===== src/rtl/flash_reg_cmd_pkg.sv =====
package flash_reg_cmd_pkg;

  localparam logic [7:0] OP_WRITE_EN  = 8'h06;
  localparam logic [7:0] OP_WRITE_CFG = 8'h61;
  localparam logic [7:0] OP_RESET_ARM = 8'h66;
  localparam logic [7:0] OP_RESET_GO  = 8'h99;

  typedef struct packed {
    logic loadCfg;
    logic restoreCfg;
  } dpStrobe_t;

endpackage


===== src/rtl/cfg_datapath.sv =====
module cfg_datapath
  import flash_reg_cmd_pkg::*;
#(
  parameter int CMD_BITS  = 8,
  parameter int DATA_BITS = 8,
  localparam int FRAME_BITS = CMD_BITS + DATA_BITS,
  localparam int CNT_W = $clog2(FRAME_BITS + 2)
) (
  input  logic                  clk,
  input  logic                  rstN,
  input  logic                  csN,
  input  logic                  sclk,
  input  logic                  mosi,
  input  logic [DATA_BITS-1:0]  nvCfg,
  input  dpStrobe_t             strobe,
  output logic                  csRise,
  output logic [CNT_W-1:0]      bitCnt,
  output logic [FRAME_BITS-1:0] shiftWord,
  output logic [DATA_BITS-1:0]  cfgReg
);

  localparam logic [CNT_W-1:0] CNT_SAT = CNT_W'(FRAME_BITS + 1);

  logic sclkQ;
  logic csQ;
  logic sclkRise;

  always_ff @(posedge clk) begin
    if (!rstN) begin
      sclkQ <= 1'b0;
      csQ   <= 1'b1;
    end else begin
      sclkQ <= sclk;
      csQ   <= csN;
    end
  end

  assign sclkRise = sclk & ~sclkQ & ~csN;
  assign csRise   = csN & ~csQ;

  // Frame collection: cleared while deselected, saturating count
  always_ff @(posedge clk) begin
    if (!rstN || csN) begin
      bitCnt    <= '0;
      shiftWord <= '0;
    end else if (sclkRise) begin
      shiftWord <= {shiftWord[FRAME_BITS-2:0], mosi};
      if (bitCnt != CNT_SAT) bitCnt <= bitCnt + 1'b1;
    end
  end

  // Volatile configuration register
  always_ff @(posedge clk) begin
    if (!rstN || strobe.restoreCfg) cfgReg <= nvCfg;
    else if (strobe.loadCfg)        cfgReg <= shiftWord[DATA_BITS-1:0];
  end

  // a serial edge while deselected never advances the count
  a_r10_idle_no_count: assert property (@(posedge clk) disable iff (!rstN)
    ($past(csN) && csN) |-> (bitCnt == '0));

endmodule


===== src/rtl/cmd_sequencer.sv =====
module cmd_sequencer
  import flash_reg_cmd_pkg::*;
#(
  parameter int CMD_BITS  = 8,
  parameter int DATA_BITS = 8,
  localparam int FRAME_BITS = CMD_BITS + DATA_BITS,
  localparam int CNT_W = $clog2(FRAME_BITS + 2)
) (
  input  logic                  clk,
  input  logic                  rstN,
  input  logic                  csRise,
  input  logic [CNT_W-1:0]      bitCnt,
  input  logic [FRAME_BITS-1:0] shiftWord,
  output dpStrobe_t             strobe,
  output logic                  wel,
  output logic                  softRst
);

  logic [CMD_BITS-1:0] opcode;
  logic endCmd, endWrite, anyCmd;
  logic doWren, doArm, doReset, doLoad;
  logic rstArmed;

  assign endCmd   = csRise && (bitCnt == CNT_W'(CMD_BITS));
  assign endWrite = csRise && (bitCnt == CNT_W'(FRAME_BITS));
  assign anyCmd   = csRise && (bitCnt >= CNT_W'(CMD_BITS));
  assign opcode   = endCmd ? shiftWord[CMD_BITS-1:0]
                           : shiftWord[FRAME_BITS-1:DATA_BITS];

  assign doWren  = endCmd   && (opcode == CMD_BITS'(OP_WRITE_EN));
  assign doArm   = endCmd   && (opcode == CMD_BITS'(OP_RESET_ARM));
  assign doReset = endCmd   && (opcode == CMD_BITS'(OP_RESET_GO)) && rstArmed;
  assign doLoad  = endWrite && (opcode == CMD_BITS'(OP_WRITE_CFG)) && wel;

  assign strobe = '{loadCfg: doLoad, restoreCfg: doReset};

  always_ff @(posedge clk) begin
    if (!rstN) begin
      wel      <= 1'b0;
      rstArmed <= 1'b0;
      softRst  <= 1'b0;
    end else begin
      softRst <= doReset;
      if (doReset || doLoad) wel <= 1'b0;
      else if (doWren)       wel <= 1'b1;
      if (anyCmd) rstArmed <= doArm;
    end
  end

  // reset pulse lasts a single cycle
  a_r7_pulse_single: assert property (@(posedge clk) disable iff (!rstN)
    softRst |=> !softRst);

  // a reset pulse needs an armed sequence
  a_r8_pulse_needs_arm: assert property (@(posedge clk) disable iff (!rstN)
    $rose(softRst) |-> $past(rstArmed));

  // latch only rises at the end of an exact one-byte frame
  a_r2_wel_rise_at_cmd_end: assert property (@(posedge clk) disable iff (!rstN)
    $rose(wel) |-> $past(csRise && (bitCnt == CNT_W'(CMD_BITS))));

endmodule


===== src/rtl/flash_reg_cmd.sv =====
module flash_reg_cmd
  import flash_reg_cmd_pkg::*;
#(
  parameter int CMD_BITS  = 8,
  parameter int DATA_BITS = 8,
  localparam int FRAME_BITS = CMD_BITS + DATA_BITS,
  localparam int CNT_W = $clog2(FRAME_BITS + 2)
) (
  input  logic                 clk,
  input  logic                 rstN,
  input  logic                 csN,
  input  logic                 sclk,
  input  logic                 mosi,
  input  logic [DATA_BITS-1:0] nvCfg,
  output logic [DATA_BITS-1:0] cfgReg,
  output logic                 wel,
  output logic                 softRst
);

  dpStrobe_t             strobe;
  logic                  csRise;
  logic [CNT_W-1:0]      bitCnt;
  logic [FRAME_BITS-1:0] shiftWord;

  cfg_datapath #(.CMD_BITS(CMD_BITS), .DATA_BITS(DATA_BITS)) uDatapath (
    .clk(clk), .rstN(rstN), .csN(csN), .sclk(sclk), .mosi(mosi),
    .nvCfg(nvCfg), .strobe(strobe), .csRise(csRise), .bitCnt(bitCnt),
    .shiftWord(shiftWord), .cfgReg(cfgReg)
  );

  cmd_sequencer #(.CMD_BITS(CMD_BITS), .DATA_BITS(DATA_BITS)) uSequencer (
    .clk(clk), .rstN(rstN), .csRise(csRise), .bitCnt(bitCnt),
    .shiftWord(shiftWord), .strobe(strobe), .wel(wel), .softRst(softRst)
  );

  // the register moves only through a latched write or a reset
  a_r4_cfg_guarded: assert property (@(posedge clk) disable iff (!rstN)
    (cfgReg != $past(cfgReg)) |-> ($past(wel) || softRst));

  // a reset pulse leaves the latch cleared
  a_r7_reset_clears_wel: assert property (@(posedge clk) disable iff (!rstN)
    softRst |-> !wel);

endmodule


===== config.mk =====
export PLATFORM = sky130hd
export DESIGN_NAME = flash_reg_cmd
export DESIGN_NICKNAME = d
export VERILOG_FILES = /design/src/rtl/flash_reg_cmd_pkg.sv /design/src/rtl/cfg_datapath.sv /design/src/rtl/cmd_sequencer.sv /design/src/rtl/flash_reg_cmd.sv
export SDC_FILE = /design/constraint.sdc
export NUM_CORES = 1
export LEC_CHECK = 0
export BUFFER_PORTS_ARGS = -buffer_cell sky130_fd_sc_hd__buf_2
export CAP_MARGIN = 20
export CORE_MARGIN = 2
export CORE_UTILIZATION = 55
export DETAILED_ROUTE_END_ITERATION = 8
export MAX_ROUTING_LAYER = met4
export PLACE_DENSITY = 0.84
export SYNTH_ARGS = -nofsm -noshare
export SYNTH_HDL_FRONTEND = slang
export SYNTH_HIERARCHICAL = 1
export SYNTH_SLANG_ARGS = --single-unit

===== constraint.sdc =====
create_clock -name clk -period 2.9 [get_ports clk]
set_clock_uncertainty 0.1 [all_clocks]
set_input_delay 0.435 -clock clk [delete_from_list [all_inputs] [get_ports clk]]
set_output_delay 0.435 -clock clk [all_outputs]
set_load 0.02 [all_outputs]

==> flow_summary.json <==
{
  "cap_viol_max_count": 0,
  "wl_per_cell_um": 14.3,
  "fp.dieW_um": 56.2,
  "synth_warnings": 6,
  "finalCriticalPeriod_ns": 2.47,
  "io_pins": 23,
  "hpwlAfterDp_mm": 2.12,
  "htreeDepth": 2,
  "cts_buffer_depth": 2,
  "overflow": 0,
  "vias": 1181,
  "die_area_um2": 3160,
  "die_h_um": 56.2,
  "placed_area_um2": 1600,
  "cp_data_arrival_time_ns": 2.38,
  "synth_ff_type": "dfxtp_1",
  "hold_class": "in -> reg",
  "syn_area_per_cell_um2": 9.85,
  "core_um2": 2520,
  "tns_ns": 0,
  "start_kind": "flop",
  "synth_top_area_share_pct": 34.8,
  "initialDrtViolationCount": 24,
  "p_leak_uw": 0.000594,
  "rsz0062_at_grt": "false",
  "final_common_cell": "nand2_1",
  "initial_core_util_pct": 59.4,
  "clk_latency_ns": 0.33,
  "layout_common_cells": "nand2_1 (37), dfxtp_1 (26), buf_2 (22), a21oi_1 (21), edfxtp_1 (8)",
  "crit_path_max_fanout": 9,
  "area.growth.synth_to_final_pct": 12.1,
  "grt_max_degree": 23,
  "final_area_um2": 1680,
  "min_period_over_period_pct": 85.3,
  "synth_area_leader_cell": "dfxtp_1",
  "fmax_mhz": 404,
  "cts_made_buffers": 5,
  "wirelength_mm": 2.93,
  "critical_path_class": "reg -> reg",
  "portBuffers": 22,
  "diodes": 0,
  "grt_first_pass_wirelength_mm": 4.86,
  "nets": 188,
  "drc": 0,
  "synth_fa_ha_area_share_pct": 1.67,
  "hold_violations": 0,
  "tightest_slew_ns": 0.941,
  "synthArstFlopShare_pct": 0,
  "synth_top_family_by_area": "simple AND/OR/NAND/NOR gates",
  "synth.cell_area_um2": 1500,
  "ys_seq_elements": 34,
  "ir_drop_v": 0.000507,
  "cts.sinks": 34,
  "cts_tree": "built",
  "outcome": "finished clean",
  "cts_hold_buf": 0,
  "post_cts_resized": 0,
  "required_ns": 2.81,
  "synth_seq_area_share_pct": 50.8,
  "viasPerCell": 5.79,
  "synth_compound_gate_area_share_pct": 11.2,
  "synth.area.mux_share_pct": 6.02,
  "clkTransAtPathRegs_ns": 0.10,
  "relSlewSlack_pct": 37.0,
  "synth_cells": 152,
  "syn_nets": 167,
  "layout-drive-gt1-share_pct": 22.4,
  "synth-edff-count": 8,
  "grt_use_total_pct": 20.4,
  "yosysUniqueCellTypes": 35,
  "p_per_area_nw_per_um2": 527,
  "synth_xor_area_share_pct": 0,
  "drtPass1Iterations": 5,
  "final_antenna_net_count": 0,
  "drv_slew": 0,
  "cp-end-kind": "flop",
  "post_cts_buffers": 0,
  "antenna_found_initial": 0,
  "grt_pass1_vias": 1097,
  "yosys.area_share.simple_pct": 27.1,
  "place_congestion": 0.907,
  "rows": 18,
  "finalSetupViolations": 0,
  "synthTopCellsByArea": "dfxtp_1 (35%), edfxtp_1 (16%), nand2_1 (9.3%)",
  "root_buffer": "clkbuf_4"
}
## per-stage QoR
stage	hold slack [ns]	utilization (%)	total power [µW]	setup slack, ns	instances
after floorplan	0.336	-	546	0.263	152
after global placement	0.343	63.6	562	0.234	196
after detailed placement	0.366	63.6	565	0.129	196
after CTS	0.249	66.6	892	0.420	204
after global routing	0.256	66.6	918	0.286	204
final	0.247	66.6	885	0.426	204
## layout make-up
| class | count | area, µm² |
|---|---|---|
| tap | 30 | 37.5 |
| clock inverter | 1 | 30.0 |
| clock buffer | 7 | 45.0 |
| timing repair buffer | 22 | 110 |
| sequential | 34 | 761 |
| inverter | 2 | 7.51 |
| multi-input combinational | 108 | 688 |
| fill | 209 | 843 |
## report_power, final
group	internal, µW	switching [µW]	total, µW
combinational	21.6	35.2	56.7
clock	183	148	331
sequential	494	3.55	497
total	698	186	885
## final timing paths
check / startpoint / end / slack, ns / cells after the start
worst max-delay path: uDatapath/csQ$_SDFF_PN1_ / uDatapath/cfgReg[4]$_DFFE_PP_ / 0.43 / 5
worst min-delay path: mosi / uDatapath/shiftWord[0]$_SDFFE_PP0P_ / 0.25 / 3
worst max register to register: uDatapath/csQ$_SDFF_PN1_ / uDatapath/cfgReg[4]$_DFFE_PP_ / 0.43 / 5
worst min register to register: uDatapath/shiftWord[15]$_SDFFE_PP0P_ / uDatapath/shiftWord[15]$_SDFFE_PP0P_ / 0.37 / 2
## state kept, by name, summed over array words and instances (netlist names)
| name | count |
|---|---|
| uDatapath/cfgReg | 8 |
| uDatapath/bitCnt | 5 |
| uDatapath/sclkQ | 1 |
| uSequencer/rstArmed | 1 |
| uDatapath/csQ | 1 |
| uDatapath/shiftWord | 16 |
| uSequencer/softRst | 1 |
| uSequencer/wel | 1 |
## worst max-delay path, cell delays in order, from the launching register on
cell	delay, ns
dfxtp_1	0.31
nor2b_1	0.15
or4b_4	0.51
nor4_4	0.34
nand2b_1	0.38
or2_1	0.36
## synth_stat cells (2+ instances only)
| cell | n |
|---|---|
| mux2_2 | 4 |
| and2_1 | 2 |
| nor3b_2 | 2 |
| o21ai_0 | 2 |
| nand4_1 | 2 |
| a21oi_1 | 21 |
| nor4bb_1 | 4 |
| o21ai_1 | 3 |
| nand2b_1 | 2 |
| buf_4 | 2 |
| mux2_1 | 4 |
| edfxtp_1 | 8 |
| or3_1 | 5 |
| nand2_1 | 37 |
| nor2b_1 | 2 |
| inv_1 | 2 |
| dfxtp_1 | 26 |
| nor4b_2 | 2 |
| buf_2 | 3 |
| ha_1 | 2 |
| clkbuf_1 | 3 |
## cell families after synthesis
logic type | after synthesis
buffers and inverters | 10
DFF | 34
muxes | 8
and+or+nand+nor | 68
AOI/OAI and AO/OA | 30
adders and majority gates | 2
## layer usage
metal / track usage, % / up-vias / part of all wire, %
met1: 25.0 / 547 / 43
met5: - / - / 0
met4: 9.86 / 0 / 1.6
met2: 31.4 / 46 / 49
li1: - / 583 / -
met3: 4.88 / 5 / 6.1
(Power assumes the default switching activity.)
